<file path="src/rtl/pwmck_pkg.sv">
package pwmck_pkg;
    // default geometry of the clock generator
    localparam int DEF_DIV_W   = 8;   // linear divider width
    localparam int DEF_SEL_W   = 4;   // tap index width
    localparam int DEF_TAPS    = 11;  // divide by 1 .. 1024
    localparam int DEF_FIELD_W = 16;  // per-stream configuration field
    localparam int N_STREAMS   = 2;
endpackage

</file>
<file path="src/rtl/pwmck_prescale.sv">
module pwmck_prescale #(
    parameter int TAPS = pwmck_pkg::DEF_TAPS
) (
    input  logic            clk,
    input  logic            rst_n,
    input  logic            restart,
    output logic [TAPS-1:0] taps
);
    localparam int CW = TAPS - 1;

    typedef struct packed {
        logic [CW-1:0] cnt;
    } pre_state_t;

    pre_state_t st_d, st_q;

    always_comb begin
        st_d = st_q;
        if (restart) begin
            st_d.cnt = '0;
        end else begin
            st_d.cnt = st_q.cnt + CW'(1);
        end
    end

    always_ff @(posedge clk) begin
        if (!rst_n) begin
            st_q <= '0;
        end else begin
            st_q <= st_d;
        end
    end

    // tap k pulses when the low k bits of the counter are all ones
    for (genvar k = 0; k < TAPS; k++) begin : g_tap
        if (k == 0) begin : g_full
            assign taps[k] = 1'b1;
        end else begin : g_div
            assign taps[k] = &st_q.cnt[k-1:0];
        end
    end
endmodule

</file>
<file path="src/rtl/pwmck_stream.sv">
module pwmck_stream #(
    parameter int DIV_W = pwmck_pkg::DEF_DIV_W,
    parameter int SEL_W = pwmck_pkg::DEF_SEL_W,
    parameter int TAPS  = pwmck_pkg::DEF_TAPS
) (
    input  logic                   clk,
    input  logic                   rst_n,
    input  logic                   load,
    input  logic [DIV_W+SEL_W-1:0] field,
    input  logic [TAPS-1:0]        taps,
    output logic                   tick,
    output logic                   active,
    output logic [SEL_W-1:0]       sel_out
);
    localparam logic [SEL_W-1:0] LAST_SEL = SEL_W'(TAPS - 1);

    typedef struct packed {
        logic [DIV_W-1:0] div;
        logic [SEL_W-1:0] sel;
        logic             en;
        logic [DIV_W-1:0] lin;
        logic             tick;
    } str_state_t;

    str_state_t       st_d, st_q;
    logic             tap_hit;
    logic [DIV_W-1:0] new_div;
    logic [SEL_W-1:0] new_sel;

    assign new_div = field[DIV_W-1:0];
    assign new_sel = field[DIV_W +: SEL_W];

    always_comb begin
        tap_hit = 1'b0;
        for (int i = 0; i < TAPS; i++) begin
            if (st_q.sel == SEL_W'(i)) begin
                tap_hit = taps[i];
            end
        end
    end

    always_comb begin
        st_d      = st_q;
        st_d.tick = 1'b0;
        if (load) begin
            st_d.div = new_div;
            st_d.sel = new_sel;
            st_d.en  = (new_div != '0) && (new_sel <= LAST_SEL);
            st_d.lin = '0;
        end else if (st_q.en && tap_hit) begin
            if (st_q.lin == st_q.div - DIV_W'(1)) begin
                st_d.lin  = '0;
                st_d.tick = 1'b1;
            end else begin
                st_d.lin = st_q.lin + DIV_W'(1);
            end
        end
    end

    always_ff @(posedge clk) begin
        if (!rst_n) begin
            st_q <= '0;
        end else begin
            st_q <= st_d;
        end
    end

    assign tick    = st_q.tick;
    assign active  = st_q.en;
    assign sel_out = st_q.sel;
endmodule

</file>
<file path="src/rtl/pwm_tick_gen.sv">
module pwm_tick_gen #(
    parameter int DIV_W   = pwmck_pkg::DEF_DIV_W,
    parameter int SEL_W   = pwmck_pkg::DEF_SEL_W,
    parameter int TAPS    = pwmck_pkg::DEF_TAPS,
    parameter int FIELD_W = pwmck_pkg::DEF_FIELD_W
) (
    input  logic                                    clk,
    input  logic                                    rst_n,
    input  logic                                    cfg_load,
    input  logic [FIELD_W*pwmck_pkg::N_STREAMS-1:0] cfg_word,
    output logic [TAPS-1:0]                         taps,
    output logic                                    tick_a,
    output logic                                    tick_b
);
    localparam int NS    = pwmck_pkg::N_STREAMS;
    localparam int USE_W = DIV_W + SEL_W;

    logic [NS-1:0]            stream_tick;
    logic [NS-1:0]            stream_en;
    logic [NS-1:0][SEL_W-1:0] stream_sel;
    logic [NS-1:0]            unused_hi;

    pwmck_prescale #(.TAPS(TAPS)) u_pre (
        .clk     (clk),
        .rst_n   (rst_n),
        .restart (cfg_load),
        .taps    (taps)
    );

    for (genvar s = 0; s < NS; s++) begin : g_stream
        pwmck_stream #(
            .DIV_W (DIV_W),
            .SEL_W (SEL_W),
            .TAPS  (TAPS)
        ) u_str (
            .clk     (clk),
            .rst_n   (rst_n),
            .load    (cfg_load),
            .field   (cfg_word[s*FIELD_W +: USE_W]),
            .taps    (taps),
            .tick    (stream_tick[s]),
            .active  (stream_en[s]),
            .sel_out (stream_sel[s])
        );
        assign unused_hi[s] = ^cfg_word[s*FIELD_W+USE_W +: FIELD_W-USE_W];
    end

    assign tick_a = stream_tick[0];
    assign tick_b = stream_tick[1];
endmodule

</file>
<file path="config.mk">
export PLATFORM = sky130hd
export DESIGN_NAME = pwm_tick_gen
export DESIGN_NICKNAME = d
export VERILOG_FILES = /design/src/rtl/pwmck_pkg.sv /design/src/rtl/pwmck_prescale.sv /design/src/rtl/pwmck_stream.sv /design/src/rtl/pwm_tick_gen.sv
export SDC_FILE = /design/constraint.sdc
export NUM_CORES = 1
export LEC_CHECK = 0
export BUFFER_PORTS_ARGS = -buffer_cell sky130_fd_sc_hd__buf_2
export CORE_ASPECT_RATIO = 0.5
export CORE_MARGIN = 3
export CORE_UTILIZATION = 50
export DETAILED_ROUTE_END_ITERATION = 12
export GPL_TIMING_DRIVEN = 1
export HOLD_SLACK_MARGIN = 0.1
export PLACE_DENSITY_LB_ADDON = 0.1
export SLEW_MARGIN = 40
export SYNTH_ARGS = -nofsm -noshare
export SYNTH_HDL_FRONTEND = slang
export SYNTH_SLANG_ARGS = --single-unit
</file>
<file path="constraint.sdc">
create_clock -name clk -period 6.5 [get_ports clk]
set_clock_uncertainty 0.1 [all_clocks]
set_input_delay 0.65 -clock clk [delete_from_list [all_inputs] [get_ports clk]]
set_output_delay 0.65 -clock clk [all_outputs]
set_load 0.02 [all_outputs]
</file>
==> impl_metrics.json, run 1 <==
{
  "status": "completed",
  "firstDrtPassIters": 4,
  "grt_max_degree": 29,
  "cts_tree": "done",
  "final_nets": 421,
  "fin_setup_tns_ns": 0,
  "netlist_area_um2": 3090,
  "yosys_warnings": 0,
  "crit_path_top_delay_cell": "dfxtp_1",
  "arrival_ns": 3.07,
  "finalHoldViolations": 0,
  "cts.sinks": 54,
  "start_util_pct": 54.0,
  "synth-edff-count": 0,
  "cts.path.max_buffers": 2,
  "seq_area_frac_synth_pct": 35.0,
  "core_um2": 5730,
  "max_freq_ghz": 0.338,
  "clk_pin_slew_worst_paths_ns": 0.07,
  "grt_usage_pct": 19.7,
  "port_buffers": 38,
  "grt_busiest_layer": "met2",
  "fp.dieH_um": 61.6,
  "synth.avg_cell_area_um2": 8.94,
  "grtUsageMet3_pct": 4.91,
  "cts_inserted_buffers": 5,
  "cp.required_ns": 6.62,
  "grt_pass1_wl_um": 11200,
  "area_growth_pct": 12.6,
  "routed_wl_um": 6780,
  "met2_usage_pct": 34.3,
  "antennaDiodeCount": 0,
  "synth_cell_type_count": 55,
  "worst_setup_path_start_kind": "flop",
  "setup_viol_count_final": 0,
  "route.vias.total": 2538,
  "yosys_register_bits": 54,
  "grt_pass1_vias": 2414,
  "synth_area_leaders": "dfxtp_1 (35%), mux2i_1 (7.8%), nor2b_1 (5.7%)",
  "synth_largest_area_cell": "dfxtp_1",
  "cp-end-kind": "flop",
  "hpwl_um": 5050,
  "crit_path_frequent_cell": "ha_1",
  "drtIter0Drc": 99,
  "drc": 0,
  "place_congestion": 0.788,
  "ir_worst_vdd_mv": 0.106,
  "p_per_area_nw_per_um2": 210,
  "post-route-period-util_pct": 45.5,
  "boundaryPins": 48,
  "overflow": 0,
  "critPathMaxFanout": 10,
  "synth_flop_cell": "dfxtp_1",
  "final_util_pct": 60.8,
  "cts_post_setup_buffers_inserted": 0,
  "hold_buffers": 0,
  "max_stage_delay_ns": 0.46,
  "postSynthCellCount": 346,
  "drv_slew": 0,
  "wl_per_cell_um": 14.6,
  "syn-num-nets": 389,
  "synthArstFlopShare_pct": 0,
  "synth_top_area_share_pct": 35.0,
  "grtUsageMet1_pct": 25.5,
  "hold_class": "reg -> reg",
  "critPathKind": "reg -> reg",
  "cap_violations": 0,
  "via_per_inst": 5.48,
  "worstSkewPairLatency_ns": 0.29,
  "drive_gt1_share_pct": 18.7,
  "rsz0062_at_grt": "false",
  "worstPathCellList": "ha_1 > nand3_4 > nor3_4 > ha_1 > nand2b_1 > a21oi_1 > o31ai_2 > a21oi_4 > nand2_4 > or3b_1 > a21oi_2",
  "clock-root-buffer": "clkbuf_16",
  "leakage_nw": 1.38,
  "dieArea_um2": 7220,
  "cts_resized": 0,
  "ant_nets": 0,
  "h-tree-depth": 2,
  "fin_crit_ns": 2.96,
  "die_w_um": 117,
  "antenna_found_initial": 0,
  "worstMarginPinSlew_ns": 0.754,
  "std_cell_rows": 19,
  "relSlewSlack_pct": 49.7
}
## path summary, 6_finish.rpt
check | end | cells after the start | start | slack, ns
setup / recovery | g_stream[0].u_str.st_q[1]$_SDFFE_PP0P_ | 11 | u_pre.st_q[0]$_SDFF_PP0_ | 3.54
setup reg to reg | g_stream[0].u_str.st_q[1]$_SDFFE_PP0P_ | 11 | u_pre.st_q[0]$_SDFF_PP0_ | 3.54
hold reg to reg | g_stream[1].u_str.st_q[8]$_SDFFE_PP0P_ | 2 | g_stream[1].u_str.st_q[8]$_SDFFE_PP0P_ | 0.40
hold / removal | g_stream[1].u_str.st_q[8]$_SDFFE_PP0P_ | 2 | g_stream[1].u_str.st_q[8]$_SDFFE_PP0P_ | 0.40
## cell type report
cell class | instances | area, um^2
clock buffer | 6 | 139
sequential | 54 | 1080
fill | 508 | 2250
multi-input combinational | 261 | 1880
tap | 84 | 105
inverter | 16 | 60.1
timing repair buffer | 40 | 205
clock inverter | 2 | 12.5
## cell usage after synthesis, types with 2 or more instances
master     n
dfxtp_1   54
nor2b_1   28
nand2_1   25
mux2i_1   24
a21oi_1   21
xnor2_1   18
inv_1     16
nor2_1    15
nand3_1   12
o22ai_1   11
clkbuf_1   9
nor3_1     9
ha_1       8
nand2b_1   8
xor2_1     7
or3_1      6
nor4_1     5
o21ai_0    5
and2_1     4
nand4_1    4
or2_2      4
a221oi_1   3
buf_2      3
buf_4      3
o31ai_1    3
o31ai_2    3
o32ai_1    3
a21o_1     2
and3_1     2
nand3_4    2
nand4_4    2
nor3_4     2
o21a_1     2
or3b_1     2
## state kept, by name, indices dropped and copies added, names as in the netlist
| register | count |
|---|---|
| g_stream.u_str.sel_out | 8 |
| u_pre.st_q | 10 |
| g_stream.u_str.tick | 2 |
| g_stream.u_str.st_q | 32 |
| g_stream.u_str.active | 2 |
## kinds of logic (layout without fill, tap and decap cells)
group                      count (synthesis)  after routing  share of synthesized area [%]
AOI/OAI and AO/OA                         64             64                           14.4
buffers and inverters                     31             64                           4.25
other                                      1              1                          0.121
xor gates and xnor gates                  25             25                           7.08
DFF                                       54             54                           35.0
muxes                                     25             25                           8.50
adders and majority gates                  8              8                           3.24
and+or+nand+nor                          138            138                           27.5
## power breakdown
part           leakage (nW)  switching (W)  internal, W   total, W
Combinational         0.871      0.0000516    0.0000462  0.0000979
Clock                0.0729       0.000123     0.000153   0.000276
Sequential            0.441      0.0000147     0.000341   0.000356
## metrics by stage
stage | area (um^2) | cells | worst slack [ns] | power [W] | hold WS (ns)
3_3_place_gp | 3330 | 455 | 3.61 | 0.000457 | 0.378
4_1_cts | 3480 | 463 | 3.51 | 0.000737 | 0.398
5_1_grt | 3480 | 463 | 3.31 | 0.000763 | 0.426
6_report | 3480 | 463 | 3.54 | 0.000730 | 0.396
2_1_floorplan | 3090 | 346 | 3.49 | 0.000436 | 0.361
3_5_place_dp | 3330 | 455 | 3.54 | 0.000461 | 0.387
## worst max-delay path: cells and delay by family (launching register included)
family	cells	cell delay (ns)
AOI/OAI and AO/OA	4	0.66
adders and majority gates	2	0.60
DFF	1	0.46
and+or+nand+nor	5	1.06
## metal layers
metal | wire [um] | share of wire (%)
met5 | 0 | 0
met4 | 0 | 0
met3 | 285 | 4.2
met2 | 3230 | 48
met1 | 3260 | 48
## cells in the final DEF, fill, tap and decap left out, drive strengths merged, types with 2 or more instances in the layout
cell type and count:
o21ai 6, and2 4, buf 40, o22ai 12, a21o 2, ha 8
nor4 5, nand2b 9, nor3b 2, a21oi 23, xor2 7, clkbuf 6
mux2i 24, nor3 11, xnor2 18, o31ai 6, o32ai 3, and3 2
o21a 2, nand4 7, dfxtp 54, nand3 14, or3 6, or2 4
nand2 26, nor2b 28, inv 16, nor2 15, or3b 2, a221oi 3
Note: power is estimated with default switching activity, not from simulation.
==> run 2: changes to the inputs <==
==> constraint.sdc (replaced) <==
create_clock -name clk -period 2.6 [get_ports clk]
set_clock_uncertainty 0.1 [all_clocks]
set_input_delay 0.26 -clock clk [delete_from_list [all_inputs] [get_ports clk]]
set_output_delay 0.26 -clock clk [all_outputs]
set_load 0.02 [all_outputs]
==> run 2 against run 1 <==
Compared with the run above: first-iteration DRC count increased by 6.1%; design area increased by 3.1%; sequential cell count unchanged; non-clock buffer count increased by 9; setup slack got worse by 3.4 ns; die area unchanged; combinational power increased to 2.6 times the previous value; via count increased by 1.8%; critical path depth unchanged; clock-buffer cell count decreased by 1; core utilization increased by 1.9 points; maximum frequency increased by 20%; critical path type unchanged; critical endpoint is now g_stream[0].u_str.st_q[6]$_SDFFE_PP0P_.
==> impl_metrics.json, run 2 (synthesis gave the netlist of run 1 again) <==
{
  "dp_cells": 461,
  "relSlewSlack_pct": 53.5,
  "port_buffers": 38,
  "start_util_pct": 54.0,
  "clock-root-buffer": "clkbuf_16",
  "critPathLaunch": "u_pre.st_q[0]$_SDFF_PP0_",
  "via_per_inst": 5.47,
  "area_growth_pct": 16.1,
  "antennaDiodeCount": 0,
  "clk_pin_slew_worst_paths_ns": 0.07,
  "critPathMaxFanout": 7,
  "crit_path_frequent_cell": "inv_1",
  "largest_reg_flops": 32,
  "max_freq_ghz": 0.404,
  "final_cell_mix": "dfxtp_1 (52), buf_2 (38), nor2b_1 (28)",
  "ant_nets": 0,
  "p_comb_share_pct": 14.0,
  "ir_worst_vdd_mv": 0.296,
  "fillers": 499,
  "post-route-period-util_pct": 95.1,
  "cts.sinks": 54,
  "route.vias.total": 2583,
  "grt_max_degree": 27,
  "routed_wl_um": 6780,
  "place_congestion": 0.823,
  "rsz0062_at_grt": "false",
  "highest_layer": "met4",
  "std_cell_rows": 19,
  "drc": 0,
  "fp.dieH_um": 61.6,
  "core_um2": 5730,
  "p_clk_share_pct": 37.3,
  "dieArea_um2": 7220,
  "hold_start": "cfg_word[16]",
  "boundaryPins": 48,
  "hold_buffers": 0,
  "wl_met2_um": 3190,
  "firstDrtPassIters": 4,
  "cp.required_ns": 2.71,
  "wl_met3_um": 272,
  "power_switching_w": 0.000489,
  "hold_class": "in -> reg",
  "drtIter0Drc": 105,
  "h-tree-depth": 2,
  "die_w_um": 117,
  "grt_usage_pct": 20.0,
  "drv_slew": 0,
  "path_buf_inv": 3,
  "worstSkewPairLatency_ns": 0.30,
  "cp_top_family": "compound AO/OA/AOI/OAI gates",
  "grt_pass1_wl_um": 11300,
  "power_frac_seq_pct": 48.7,
  "overflow": 0,
  "antenna_found_initial": 0,
  "worstPathCellList": "ha_4 > nand3_4 > inv_1 > ha_2 > inv_1 > a221oi_1 > a21oi_1 > o211ai_2 > buf_4 > nand4_4 > o32ai_2",
  "setup_viol_count_final": 0,
  "ff_latch_area_um2": 1090,
  "final_nets": 430,
  "grt_pass1_vias": 2409,
  "max_stage_delay_ns": 0.41,
  "finalHoldViolations": 0,
  "crit_path_top_delay_cell": "dfxtp_4",
  "met1_length_um": 3280,
  "cts_inserted_buffers": 5,
  "cp-end-kind": "flop",
  "internal_power_w": 0.00134,
  "status": "completed",
  "final_common_cell": "dfxtp_1",
  "final_cells": 472,
  "worst_setup_path_start_kind": "flop",
  "critPathKind": "reg -> reg",
  "p_per_area_nw_per_um2": 510,
  "cts.path.max_buffers": 2,
  "cap_violations": 0,
  "arrival_ns": 2.59,
  "hpwl_um": 5090,
  "fin_crit_ns": 2.47,
  "worstMarginPinSlew_ns": 0.696,
  "regMostFlops": "g_stream.u_str.st_q",
  "drive_gt1_share_pct": 22.4,
  "multiInputGateArea_um2": 1920,
  "wl_per_cell_um": 14.4,
  "cts_tree": "done",
  "power_w": 0.00183,
  "leakage_nw": 1.43,
  "swShare_pct": 26.7,
  "r2r_start": "u_pre.st_q[0]$_SDFF_PP0_"
}
[run 2: cell types whose count changed in the layout (fill, tap and decap cells not counted), sizes merged]
| cell | previous run | this run |
|---|---|---|
| buf | 40 | 49 |
| inv | 16 | 18 |
| clkbuf | 6 | 5 |
| clkinvlp | 1 | 0 |
[run 2: worst min-delay path: stages]
cell	delay [ns]
buf_2	0.09
mux2i_1	0.06
nor2b_1	0.09
[run 2: worst paths after layout]
kind / to / slack [ns] / depth (start not counted)
setup reg to reg: g_stream[0].u_str.st_q[6]$_SDFFE_PP0P_ / 0.13 / 11
hold reg to reg: u_pre.st_q[0]$_SDFF_PP0_ / 0.39 / 1
setup / recovery: g_stream[0].u_str.st_q[6]$_SDFFE_PP0P_ / 0.13 / 11
hold / removal: g_stream[1].u_str.st_q[14]$_SDFFE_PN0P_ / 0.14 / 3
[run 2: what timing repair did]
item                       in CTS  in global routing
setup buffers                   0                  3
setup endpoints to repair       0                  5
gates resized for setup         0                  1
[run 2: routing by layer]
| layer | track usage, % | vias to the layer above |
|---|---|---|
| li1 | - | 1306 |
| met1 | 26.5 | 1230 |
| met5 | 0 | - |
| met2 | 33.4 | 42 |
| met3 | 5.10 | 5 |
| met4 | 4.58 | 0 |
[run 2: through the flow]
step / hold slack (ns) / cell area, um^2 / TNS (ns) / setup slack [ns] / util (%)
2_1_floorplan: 0.330 / 3130 / -0.00341 / -0.00341 / -
3_3_place_gp: 0.373 / 3410 / 0 / 0.185 / 59.6
3_5_place_dp: 0.384 / 3410 / 0 / 0.0919 / 59.6
4_1_cts: 0.134 / 3560 / 0 / 0.0603 / 62.2
5_1_grt: 0.151 / 3590 / 0 / 0.00437 / 62.7
6_report: 0.136 / 3590 / 0 / 0.126 / 62.7
[run 2: cell type report]
| cell class | instances | share of cell area, % |
|---|---|---|
| clock buffers | 5 | 3.48 |
| inverters | 16 | 1.67 |
| repair buffers | 49 | 7.59 |
| multi-input cells | 261 | 53.4 |
| flip-flops and latches | 54 | 30.2 |
| well taps | 84 | 2.93 |
| clock inverters | 3 | 0.662 |
[run 2: power by group through the flow]
stage	Sequential, W	Combinational [W]	Clock, W
4_1_cts	0.000890	0.000253	0.000701
3_3_place_gp	0.000908	0.000241	0
6_report	0.000891	0.000257	0.000683
3_5_place_dp	0.000910	0.000251	0
5_1_grt	0.000896	0.000283	0.000732
2_1_floorplan	0.000897	0.000194	0
